`config.mk`:
```
export PLATFORM = sky130hd
export DESIGN_NAME = pirq_router
export DESIGN_NICKNAME = d
export VERILOG_FILES = /design/src/rtl/pirq_router_pkg.sv /design/src/rtl/pirq_route_regs.sv /design/src/rtl/pirq_level_map.sv /design/src/rtl/pirq_irq_merge.sv /design/src/rtl/pirq_router.sv
export SDC_FILE = /design/constraint.sdc
export NUM_CORES = 1
export LEC_CHECK = 0
export BUFFER_PORTS_ARGS = -buffer_cell sky130_fd_sc_hd__buf_2
export CORE_UTILIZATION = 52
export DETAILED_ROUTE_END_ITERATION = 10
export PLACE_DENSITY_LB_ADDON = 0.25
export SYNTH_ARGS = -nofsm -noshare
export SYNTH_HDL_FRONTEND = slang
export SYNTH_SLANG_ARGS = --single-unit
```
`constraint.sdc`:
```
create_clock -name clk -period 2.23 [get_ports clk]
set_input_delay 0.3345 -clock clk [delete_from_list [all_inputs] [get_ports clk]]
set_output_delay 0.3345 -clock clk [all_outputs]
set_load 0.02 [all_outputs]
```
`src/rtl/pirq_router_pkg.sv`:
```
package pirq_router_pkg;

    localparam int unsigned ROUTE_W   = 8;
    localparam logic [ROUTE_W-1:0] ROUTE_OFF = 8'h80;

    typedef logic [ROUTE_W-1:0] route_t;

    typedef struct packed {
        logic       en;
        logic [3:0] irq;
    } route_dec_t;

    // A route byte selects a target only when it names an existing input.
    function automatic logic route_on(route_t r, int unsigned nirq);
        return 32'(r) < nirq;
    endfunction

    // Fold a device interrupt pin onto a request line by its slot number.
    function automatic int unsigned pin_fold(int unsigned slot, int unsigned pin,
                                             int unsigned nlines);
        return (pin + slot + nlines - 1) % nlines;
    endfunction

endpackage

```
`src/rtl/pirq_route_regs.sv`:
```
module pirq_route_regs
    import pirq_router_pkg::*;
#(
    parameter int unsigned NUM_PIRQ   = 4,
    parameter int unsigned ADDR_W     = 8,
    parameter int unsigned ROUTE_BASE = 'h60
) (
    input  logic                      clk,
    input  logic                      rst,
    input  logic                      wr,
    input  logic [ADDR_W-1:0]         addr,
    input  logic [ROUTE_W-1:0]        wdata,
    output logic [NUM_PIRQ-1:0][ROUTE_W-1:0] route_q,
    output logic [NUM_PIRQ-1:0][ROUTE_W-1:0] route_nx,
    output logic [ROUTE_W-1:0]        rdata
);

    logic [NUM_PIRQ-1:0] hit_wr;
    logic [NUM_PIRQ-1:0] hit_rd;

    for (genvar p = 0; p < NUM_PIRQ; p++) begin : g_reg
        assign hit_rd[p]   = (addr == ADDR_W'(ROUTE_BASE + p));
        assign hit_wr[p]   = wr && hit_rd[p];
        assign route_nx[p] = hit_wr[p] ? wdata : route_q[p];

        always_ff @(posedge clk) begin
            if (rst) route_q[p] <= ROUTE_OFF;
            else     route_q[p] <= route_nx[p];
        end

        // a route byte moves only on a write to its own address
        p_hold_unwritten_r2: assert property (@(posedge clk) disable iff (rst)
            !(wr && addr == ADDR_W'(ROUTE_BASE + p)) |=> $stable(route_q[p]));
    end

    always_comb begin
        rdata = '0;
        for (int p = 0; p < NUM_PIRQ; p++) begin
            if (hit_rd[p]) rdata = route_q[p];
        end
    end

endmodule

```
`src/rtl/pirq_level_map.sv`:
```
module pirq_level_map
    import pirq_router_pkg::*;
#(
    parameter int unsigned NUM_PIRQ = 4,
    parameter int unsigned NUM_IRQ  = 16,
    localparam int unsigned IRQ_W   = $clog2(NUM_IRQ),
    localparam int unsigned MAP_W   = NUM_IRQ * NUM_PIRQ
) (
    input  logic                             clk,
    input  logic                             rst,
    input  logic [NUM_PIRQ-1:0][ROUTE_W-1:0] route_nx,
    input  logic [NUM_PIRQ-1:0]              lvl,
    output logic [MAP_W-1:0]                 map_q
);

    logic [MAP_W-1:0] map_d;

    // Full rebuild every cycle: bit index = target * NUM_PIRQ + line.
    always_comb begin
        map_d = '0;
        for (int p = 0; p < NUM_PIRQ; p++) begin
            if (lvl[p] && route_on(route_nx[p], NUM_IRQ)) begin
                map_d[int'(route_nx[p][IRQ_W-1:0]) * NUM_PIRQ + p] = 1'b1;
            end
        end
    end

    always_ff @(posedge clk) begin
        if (rst) map_q <= '0;
        else     map_q <= map_d;
    end

endmodule

```
`src/rtl/pirq_irq_merge.sv`:
```
module pirq_irq_merge #(
    parameter int unsigned NUM_PIRQ = 4,
    parameter int unsigned NUM_IRQ  = 16,
    localparam int unsigned MAP_W   = NUM_IRQ * NUM_PIRQ
) (
    input  logic [MAP_W-1:0]   map_q,
    output logic [NUM_IRQ-1:0] irq
);

    for (genvar k = 0; k < NUM_IRQ; k++) begin : g_or
        assign irq[k] = |map_q[k*NUM_PIRQ +: NUM_PIRQ];
    end

endmodule

```
`src/rtl/pirq_router.sv`:
```
module pirq_router
    import pirq_router_pkg::*;
#(
    parameter int unsigned NUM_PIRQ   = 4,
    parameter int unsigned NUM_IRQ    = 16,
    parameter int unsigned ADDR_W     = 8,
    parameter int unsigned ROUTE_BASE = 'h60,
    localparam int unsigned PIRQ_W    = $clog2(NUM_PIRQ),
    localparam int unsigned IRQ_W     = $clog2(NUM_IRQ),
    localparam int unsigned QRY_W     = IRQ_W + 1,
    localparam int unsigned MAP_W     = NUM_IRQ * NUM_PIRQ
) (
    input  logic               clk,
    input  logic               rst,
    input  logic               cfg_wr,
    input  logic [ADDR_W-1:0]  cfg_addr,
    input  logic [7:0]         cfg_wdata,
    output logic [7:0]         cfg_rdata,
    input  logic [NUM_PIRQ-1:0] pirq_lvl,
    output logic [NUM_IRQ-1:0] irq_out,
    input  logic [PIRQ_W-1:0]  qry_sel,
    output logic               qry_en,
    output logic [QRY_W-1:0]   qry_irq,
    input  logic [7:0]         swz_devfn,
    input  logic [PIRQ_W-1:0]  swz_pin,
    output logic [PIRQ_W-1:0]  swz_pirq
);

    logic [NUM_PIRQ-1:0][ROUTE_W-1:0] route_q;
    logic [NUM_PIRQ-1:0][ROUTE_W-1:0] route_nx;
    logic [MAP_W-1:0]                 map_q;
    route_dec_t                       qdec;
    logic                             all_off;

    pirq_route_regs #(
        .NUM_PIRQ(NUM_PIRQ), .ADDR_W(ADDR_W), .ROUTE_BASE(ROUTE_BASE)
    ) i_regs (
        .clk(clk), .rst(rst), .wr(cfg_wr), .addr(cfg_addr), .wdata(cfg_wdata),
        .route_q(route_q), .route_nx(route_nx), .rdata(cfg_rdata)
    );

    pirq_level_map #(
        .NUM_PIRQ(NUM_PIRQ), .NUM_IRQ(NUM_IRQ)
    ) i_map (
        .clk(clk), .rst(rst), .route_nx(route_nx), .lvl(pirq_lvl), .map_q(map_q)
    );

    pirq_irq_merge #(
        .NUM_PIRQ(NUM_PIRQ), .NUM_IRQ(NUM_IRQ)
    ) i_merge (
        .map_q(map_q), .irq(irq_out)
    );

    // Route query helper
    always_comb begin
        qdec.en  = route_on(route_q[qry_sel], NUM_IRQ);
        qdec.irq = 4'(route_q[qry_sel][IRQ_W-1:0]);
    end
    assign qry_en  = qdec.en;
    assign qry_irq = qdec.en ? {1'b0, IRQ_W'(qdec.irq)} : '1;

    // Pin fold helper
    assign swz_pirq = PIRQ_W'(pin_fold(32'(swz_devfn[7:3]), 32'(swz_pin), NUM_PIRQ));

    always_comb begin
        all_off = 1'b1;
        for (int p = 0; p < NUM_PIRQ; p++) begin
            if (route_on(route_q[p], NUM_IRQ)) all_off = 1'b0;
        end
    end

    for (genvar p = 0; p < NUM_PIRQ; p++) begin : g_chk
        // a high, routed line drives its target after the next edge
        p_routed_drives_r4: assert property (@(posedge clk) disable iff (rst)
            (route_on(route_q[p], NUM_IRQ) && pirq_lvl[p] && !cfg_wr)
            |=> irq_out[$past(route_q[p][IRQ_W-1:0])]);
    end

    // with every line switched off and no write, nothing is driven
    p_all_off_silent_r3: assert property (@(posedge clk) disable iff (rst)
        (all_off && !cfg_wr) |=> (irq_out == '0));

    // at most one output per request line can be asserted
    p_fanout_bound_r5: assert property (@(posedge clk) disable iff (rst)
        $countones(irq_out) <= NUM_PIRQ);

    // an enabled query result names an output that the line really drives
    p_query_target_r8: assert property (@(posedge clk) disable iff (rst)
        (qry_en && pirq_lvl[qry_sel] && !cfg_wr)
        |=> irq_out[$past(qry_irq[IRQ_W-1:0])]);

endmodule

```
# Yosys cells after proc, flatten, opt, wreduce, memory -nomap -nowiden
# Cells that the tools add are included.
dict set report totals {
  ff_bits 96
  latchBits 0
  mem_bits_rw 0
  mem_bits_ro 0
  output_inout_bits 32
  word_cells 83
  mem_count 0
}
dict set report op_classes {
  n_addsub 6
  mul 0
  n_div 0
  n_lt_le_gt_ge 14
  eq_ne 4
  shifts 0
  mux 23
  bitwise_logic 3
  n_reduce_logical 28
}
# op count
set op_table {}
lappend op_table {{$mux 64} 3}
lappend op_table {{$or 64x64->64} 3}
lappend op_table {{$ge 32x1->1 const B} 3}
lappend op_table {{$lt 32x7->1 const B} 3}
lappend op_table {{$mux 8} 9}
lappend op_table {{$reduce_or 4->1} 16}
lappend op_table {{$mux 61} 1}
lappend op_table {{$lt 8x5->1 const B} 5}
lappend op_table {{$eq 8x7->1 const B} 4}
lappend op_table {{$demux 1 s6} 3}
lappend op_table {{$bmux 8 s2} 1}
lappend op_table {{$add 6x2->7 const B} 2}
lappend op_table {{$logic_and 1x1->1} 12}
lappend op_table {{$add 6x1->7 const B} 1}
lappend op_table {{$lt 6x7->1 const B} 1}
lappend op_table {{$ge 6x1->1 const B} 1}
lappend op_table {{$mux 5} 1}
lappend op_table {{$demux 1 s4} 1}
lappend op_table {{$mux 1} 4}
lappend op_table {{$lt 2x3->1 const B} 1}
lappend op_table {{$add 2x1->2 const B} 1}
lappend op_table {{$add 2x2->2} 1}
lappend op_table {{$sub 2x1->2 const B} 1}

# Depth between registers and ports, before layout
# Gate-level depths: netlist (run 1).
dict set report depth {
  ltp_word 14
  ltp_mapped 7
  ltp_nobuf 4
}

# Modules after synthesis
# Synthesis (run 1) repeated with hierarchy kept, for this count alone.
dict set report unflattened {
  hier_cells 385
  hier_area_um2 4414.2
}
# mod instances cells_per_inst area_each_um2
set by_module_without_submodules {}
lappend by_module_without_submodules {pirq_route_regs 1 171 2018.2}
lappend by_module_without_submodules {pirq_level_map 1 168 1980.6}
lappend by_module_without_submodules {pirq_router 1 30 295.3}
lappend by_module_without_submodules {pirq_irq_merge 1 16 120.1}

# Worst setup path before layout (run 1)
# No wires, ideal clock.
dict set report synth_path {
  path_kind {input -> register}
  from {input cfg_addr[3]}
  to {register i_map.map_q[62]}
  setup_ns 0.066
  arrival_time_ns 2.052
  required_ns 2.164
  path_slack_ns 0.112
  cell_stages 6
  path_buffers 2
  cell_sequence {or4b_1 clkbuf_2 or3_1 clkbuf_1 or4_4 a21oi_2}
}
dict set report synth_between {
  elab_chain_len 14
}
# element line
set synth_lines {}
lappend synth_lines {{start, declared} pirq_router.sv:16} ;# input logic [ADDR_W-1:0] cfg_addr,
lappend synth_lines {{$eq 8x7->1} pirq_route_regs.sv:22} ;# assign hit_rd[p] = (addr == ADDR_W'(ROUTE_BASE + p));
lappend synth_lines {{$logic_and 1x1->1} pirq_route_regs.sv:23} ;# assign hit_wr[p] = wr && hit_rd[p];
lappend synth_lines {{$mux 8} pirq_route_regs.sv:24} ;# assign route_nx[p] = hit_wr[p] ? wdata : route_q[p];
lappend synth_lines {{$add 6x1->7} pirq_level_map.sv:23} ;# map_d[int'(route_nx[p][IRQ_W-1:0]) * NUM_PIRQ + p] = 1'b1;
lappend synth_lines {{$ge 32x1->1 (implied by the code) or $lt 32x7->1 (tied branches)} pirq_level_map.sv:23}
lappend synth_lines {{$logic_and 1x1->1 (implied by the code)} pirq_level_map.sv:23}
lappend synth_lines {{$mux 1 (implied by the code)} pirq_level_map.sv:23}
lappend synth_lines {{$demux 1 s6} -}
lappend synth_lines {{$or 64x64->64 (no line)} -}
lappend synth_lines {{$mux 64} pirq_level_map.sv:22} ;# if (lvl[p] && route_on(route_nx[p], NUM_IRQ)) begin
lappend synth_lines {{$or 64x64->64 (no line)} -}
lappend synth_lines {{$mux 64} pirq_level_map.sv:22}
lappend synth_lines {{$or 64x64->64 (no line)} -}
lappend synth_lines {{$mux 64 (*)} pirq_level_map.sv:22}
lappend synth_lines {{end signal, assigned} pirq_level_map.sv:30} ;# else map_q <= map_d;
lappend synth_lines {{end, declared} pirq_level_map.sv:13} ;# output logic [MAP_W-1:0] map_q
# Mark *: on every way between the ends. The rest lies on a longest branch, timed or not.
# A chain may end at the register's enable or synchronous reset.

# Final worst setup path (run 1)
dict set report layout_path {
  from {register i_regs.route_q[29] in the netlist's numbering}
  to {output qry_irq[3]}
}
dict set report layout_between {
  elab_chain_len 4
}
# element line
set layout_lines {}
lappend layout_lines {{start, declared} pirq_route_regs.sv:13} ;# output logic [NUM_PIRQ-1:0][ROUTE_W-1:0] route_q,
lappend layout_lines {{start signal, assigned by index} pirq_route_regs.sv:28} ;# else route_q[p] <= route_nx[p];
lappend layout_lines {{$bmux 8 s2} pirq_router.sv:56} ;# qdec.en = route_on(route_q[qry_sel], NUM_IRQ);
lappend layout_lines {{$mux 8} -}
lappend layout_lines {{$lt 8x5->1} pirq_router_pkg.sv:15} ;# return 32'(r) < nirq;
lappend layout_lines {{$mux 5} pirq_router.sv:60} ;# assign qry_irq = qdec.en ? {1'b0, IRQ_W'(qdec.irq)} : '1;
lappend layout_lines {{end, declared} pirq_router.sv:23} ;# output logic [QRY_W-1:0] qry_irq,
# No other way between the ends. The select of a mux whose other input is x is not followed.

==> results of run 1 <==
[sequential cells by signal, indices dropped and copies added, names as in the netlist]
signal	count
i_map.map_q	64
i_regs.route_q	32
[critical path, stage by stage, from the launching register on]
cell	delay (ns)
dfxtp_1	0.36
nor4_1	0.43
mux4_2	0.39
nand2b_1	0.08
buf_2	0.16
[cells by family after synthesis]
family | share of synthesized area
simple gates | 0.354
flops | 0.410
compound gates | 0.112
buf+inv | 0.0459
mux | 0.0717
xor+xnor | 0.00373
fa+ha+maj | 0.00267
[metal layers]
layer  vias up  wire, um
li1       2222         -
met3        83      1610
met5         -         0
met4         0      1040
met1      2196      5720
met2       385      6910
[where the power goes]
group	internal, W	leakage (nW)	switching [W]
clock	0.000560	0.0977	0.000624
combinational	0.0000722	1.18	0.000138
sequential	0.00171	0.773	0.00000149
total	0.00235	2.05	0.000764
[path summary, 6_finish.rpt]
kind / cells past startpoint / to / startpoint / slack [ns]
setup / recovery: 4 / qry_irq[3] / i_regs.route_q[29] / 0.11
setup reg to reg: 4 / i_map.map_q[4] / i_regs.route_q[4] / 0.34
hold / removal: 3 / i_regs.route_q[9] / cfg_wdata[1] / 0.29
hold reg to reg: 2 / i_regs.route_q[13] / i_regs.route_q[13] / 0.49
[final cells by class]
cell class,count,area share
flip-flops and latches,96,0.349
clock inverters,5,0.0118
clock buffers,11,0.0257
inverters,9,0.00614
repair buffers,104,0.115
well taps,108,0.0246
multi-input cells,425,0.468
[placed cells by master, fill, tap and decap left out, drive strengths merged, types with 11 or more instances in the layout]
cell type  count
buf          104
dfxtp         96
nand2         84
a21oi         74
nand3         65
nor2          25
or4           24
nor2b         22
nand4         22
mux4          13
nand2b        12
clkbuf        11
[per-stage QoR]
stage,setup WS (ns),std cells
after global placement,0.0557,742
final,0.107,758
after detailed placement,0.0391,742
after global routing,0.0113,758
after CTS,0.0426,758
after floorplan,0.112,577
[timing repair]
action / 4_1_cts / 5_1_grt
setup endpoints to repair: 0 / 6
gates resized for setup: 0 / 2
hold endpoints to repair: 0 / 0
hold buffers: 0 / 0
==> impl_metrics.json, run 1 <==
{
  "totalPowerFinal_w": 0.00311,
  "synth_area_per_cell_um2": 8.13,
  "cts_buffer_depth": 2,
  "crit_type": "register to output port",
  "synth_common_cells": "96 x dfxtp_1, 84 x nand2_1, 73 x a21oi_1, 65 x nand3_1, 41 x clkbuf_1",
  "power-per-cell-area_nw_per_um2": 565,
  "wirelength_mm": 15.3,
  "core_um2": 8720,
  "num_rows": 34,
  "yosys.area.top_type": "dfxtp_1",
  "post-route-util": 0.631,
  "seq_area_frac_synth": 0.410,
  "finalHoldWorstSlack_ns": 0.289,
  "ys_warn_count": 0,
  "syn-num-nets": 613,
  "hold_class": "input port to register",
  "cts_tree": "done",
  "place_hpwl_mm": 11.3,
  "numCtsBuffers": 9,
  "clockRootBuffer": "clkbuf_8",
  "cp-end-kind": "output port",
  "via_per_inst": 6.45,
  "setup-tns-final_ns": 0,
  "met3_usage": 0.0730,
  "clk_latency_ns": 0.37,
  "dpl_cell_area_um2": 5280,
  "vias": 4886,
  "grt_busiest_layer": "met2",
  "grtUsageMet1": 0.413,
  "start_kind": "register",
  "clkTransAtPathRegs_ns": 0.10,
  "final_cell_area_um2": 5500,
  "drt_pre_antenna_iters": 9,
  "grtUsageMet2": 0.530,
  "antenna_found_initial": 0,
  "outcome": "completed",
  "globalRouteTotalUtil": 0.332,
  "rsz0062_at_grt": "false",
  "ys_top_cells_by_area": "dfxtp_1 41%, a21oi_1 7.8%, nand3_1 6.9%",
  "diodes": 0,
  "drcViolationCount": 0,
  "crit_required_ns": 1.90,
  "die-area_um2": 9410,
  "synth_area_um2": 4690,
  "io_pins": 67,
  "drive_gt1_frac": 0.217,
  "dieHeight_um": 97.0,
  "fillCellCount": 768,
  "gr-total-overflow": 0,
  "grt_max_degree": 26,
  "gp_congestion": 0.990,
  "skew_ns": 0.0130,
  "area.growth.synth_to_final_pct": 17.2,
  "drt_first_iter_violations": 655,
  "slew-limit-headroom": 0.541,
  "maxCapViolCount": 0,
  "multi_input_area_um2": 2570,
  "grt_pass1_vias": 4556,
  "post_cts_buffers": 0,
  "finalSetupViolations": 0,
  "htree_levels": 3,
  "final.min_clock_period_ns": 2.12,
  "avgRoutedWirePerCell_um": 20.2,
  "slew_viol_final": 0,
  "ant_nets": 0,
  "die_w_um": 97.0,
  "vdd.ir_drop.worst_v": 0.000321,
  "nets": 681,
  "finalHoldViolations": 0,
  "p_leak_nw": 2.05,
  "worst_pin_slew_ns": 0.687,
  "grt_first_pass_wirelength_mm": 24.2,
  "finalCritPeriodShare": 0.952,
  "synthCells": 577,
  "worst-path-max-fanout": 6,
  "cp.arrival_ns": 1.79,
  "synth.most_common_cell": "dfxtp_1",
  "synth_edf_count": 0,
  "synth_top_area_share": 0.410,
  "io_buffers": 60,
  "max_freq_mhz": 471,
  "numClockSinks": 96,
  "seq_area_um2": 1920,
  "async_reset_ff_frac": 0,
  "synth_flop_cell": "dfxtp_1",
  "synth-seq-cells": 96,
  "start_util": 0.538,
  "synth_cell_types": 43
}
(Power assumes the default switching activity.)
==> inputs of run 2 (changes only) <==
- CORE_ASPECT_RATIO: not set -> 1.75
==> impl_metrics.json, run 2 (synthesized netlist as in run 1, its figures left out) <==
{
  "clk_latency_ns": 0.35,
  "largest_reg_flops": 64,
  "outcome": "completed",
  "totalPowerFinal_w": 0.00347,
  "die_w_um": 73.8,
  "vias": 4955,
  "num_rows": 45,
  "cp-end-kind": "output port",
  "maxCapViolCount": 0,
  "nets": 686,
  "path_cells": "nor4_1, mux4_2, nand2b_1, buf_2",
  "gr-total-overflow": 0,
  "htree_levels": 3,
  "ant_nets": 0,
  "cp.arrival_ns": 1.80,
  "diodes": 0,
  "gp_congestion": 0.998,
  "path_delay_family": "simple AND/OR/NAND/NOR gates",
  "hold_class": "input port to register",
  "dpl_cell_area_um2": 5340,
  "p_leak_nw": 2.11,
  "io_buffers": 60,
  "cp_slowest_cell": "nor4_1",
  "finalHoldViolations": 0,
  "grt_max_degree": 27,
  "place_hpwl_mm": 12.4,
  "post_cts_resized": 1,
  "cts_buffer_depth": 2,
  "grt_first_pass_wirelength_mm": 25.0,
  "finalCritPeriodShare": 0.958,
  "final_cell_area_um2": 5650,
  "final_cell_mix": "96 x dfxtp_1, 84 x nand2_1, 73 x a21oi_1",
  "vdd.ir_drop.worst_v": 0.000415,
  "drt_first_iter_violations": 521,
  "via_per_inst": 6.42,
  "io_pins": 67,
  "drt_pre_antenna_iters": 7,
  "wirelength_mm": 16.3,
  "worst_pin_slew_ns": 0.622,
  "post_cts_buffers": 0,
  "final.min_clock_period_ns": 2.14,
  "crit_type": "register to output port",
  "grt_pass1_vias": 4692,
  "skew_ns": 0.0139,
  "max_stage_delay_ns": 0.46,
  "die-area_um2": 9420,
  "final_common_cell": "dfxtp_1",
  "clkTransAtPathRegs_ns": 0.07,
  "power-per-cell-area_nw_per_um2": 615,
  "crit_required_ns": 1.90,
  "globalRouteTotalUtil": 0.368,
  "antenna_found_initial": 0,
  "avgRoutedWirePerCell_um": 21.2,
  "drive_gt1_frac": 0.221,
  "max_freq_mhz": 468,
  "slew-limit-headroom": 0.584,
  "numClockSinks": 96,
  "area.growth.synth_to_final_pct": 20.3,
  "largest_register": "i_map.map_q",
  "rsz0062_at_grt": "false",
  "dieHeight_um": 128,
  "top_regs": "i_map.map_q x64, i_regs.route_q x32",
  "drcViolationCount": 0,
  "start_util": 0.538,
  "clockRootBuffer": "clkbuf_16",
  "worst-path-max-fanout": 6,
  "cts_tree": "done",
  "crit_buf_inv": 1,
  "ctsHoldBuffers": 0,
  "slew_viol_final": 0,
  "finalSetupViolations": 0,
  "core_um2": 8730,
  "start_kind": "register",
  "numCtsBuffers": 9
}
==> run 2: cell count changes in the layout (fill, tap and decap cells not counted), sizes merged <==
cell    before  now
clkinv       1    2
clkbuf      11   10
buf        104  109
==> run 2: layer usage <==
metal / GRT usage / vias to the layer above / part of all wire
met5: 0 / - / 0
met4: 0.293 / 0 / 0.085
met3: 0.0747 / 87 / 0.067
met2: 0.622 / 298 / 0.51
met1: 0.385 / 2335 / 0.34
li1: - / 2235 / -
==> run 2: metrics by stage <==
stage	util	setup slack (ns)	hold slack, ns	std cells	setup TNS (ns)
floorplan	-	0.112	0.446	577	0
global placement	0.612	-0.0378	0.455	756	-0.0378
detailed placement	0.612	-0.00649	0.463	756	-0.00649
CTS	0.647	0.0892	0.263	772	0
global route	0.647	0.00425	0.290	772	0
finish	0.647	0.0943	0.271	772	0
==> run 2: worst paths after layout <==
check	slack, ns	from	depth (start not counted)	to
hold / removal	0.27	cfg_wdata[4]	3	i_regs.route_q[28]
hold reg to reg	0.49	i_regs.route_q[12]	2	i_regs.route_q[12]
setup reg to reg	0.24	i_regs.route_q[23]	5	i_map.map_q[22]
setup / recovery	0.09	i_regs.route_q[6]	4	qry_irq[1]
==> run 2: final cells by class <==
cell class | instances | area, um2
timing repair buffer | 109 | 681
inverter | 9 | 33.8
fill | 783 | 3080
clock inverter | 6 | 67.6
clock buffer | 10 | 229
tap | 117 | 146
multi-input combinational | 425 | 2570
sequential | 96 | 1920
==> run 2: worst min-delay path, cell delays in order <==
cell	delay, ns
buf_2	0.14
nand2_1	0.06
a21oi_1	0.05
==> run 2: power breakdown <==
part	switching [W]	total [W]	internal, W	leakage (nW)
clock	0.000669	0.00154	0.000873	0.139
sequential	0.00000145	0.00172	0.00171	0.773
combinational	0.000140	0.000215	0.0000748	1.20
total	0.000810	0.00347	0.00266	2.11
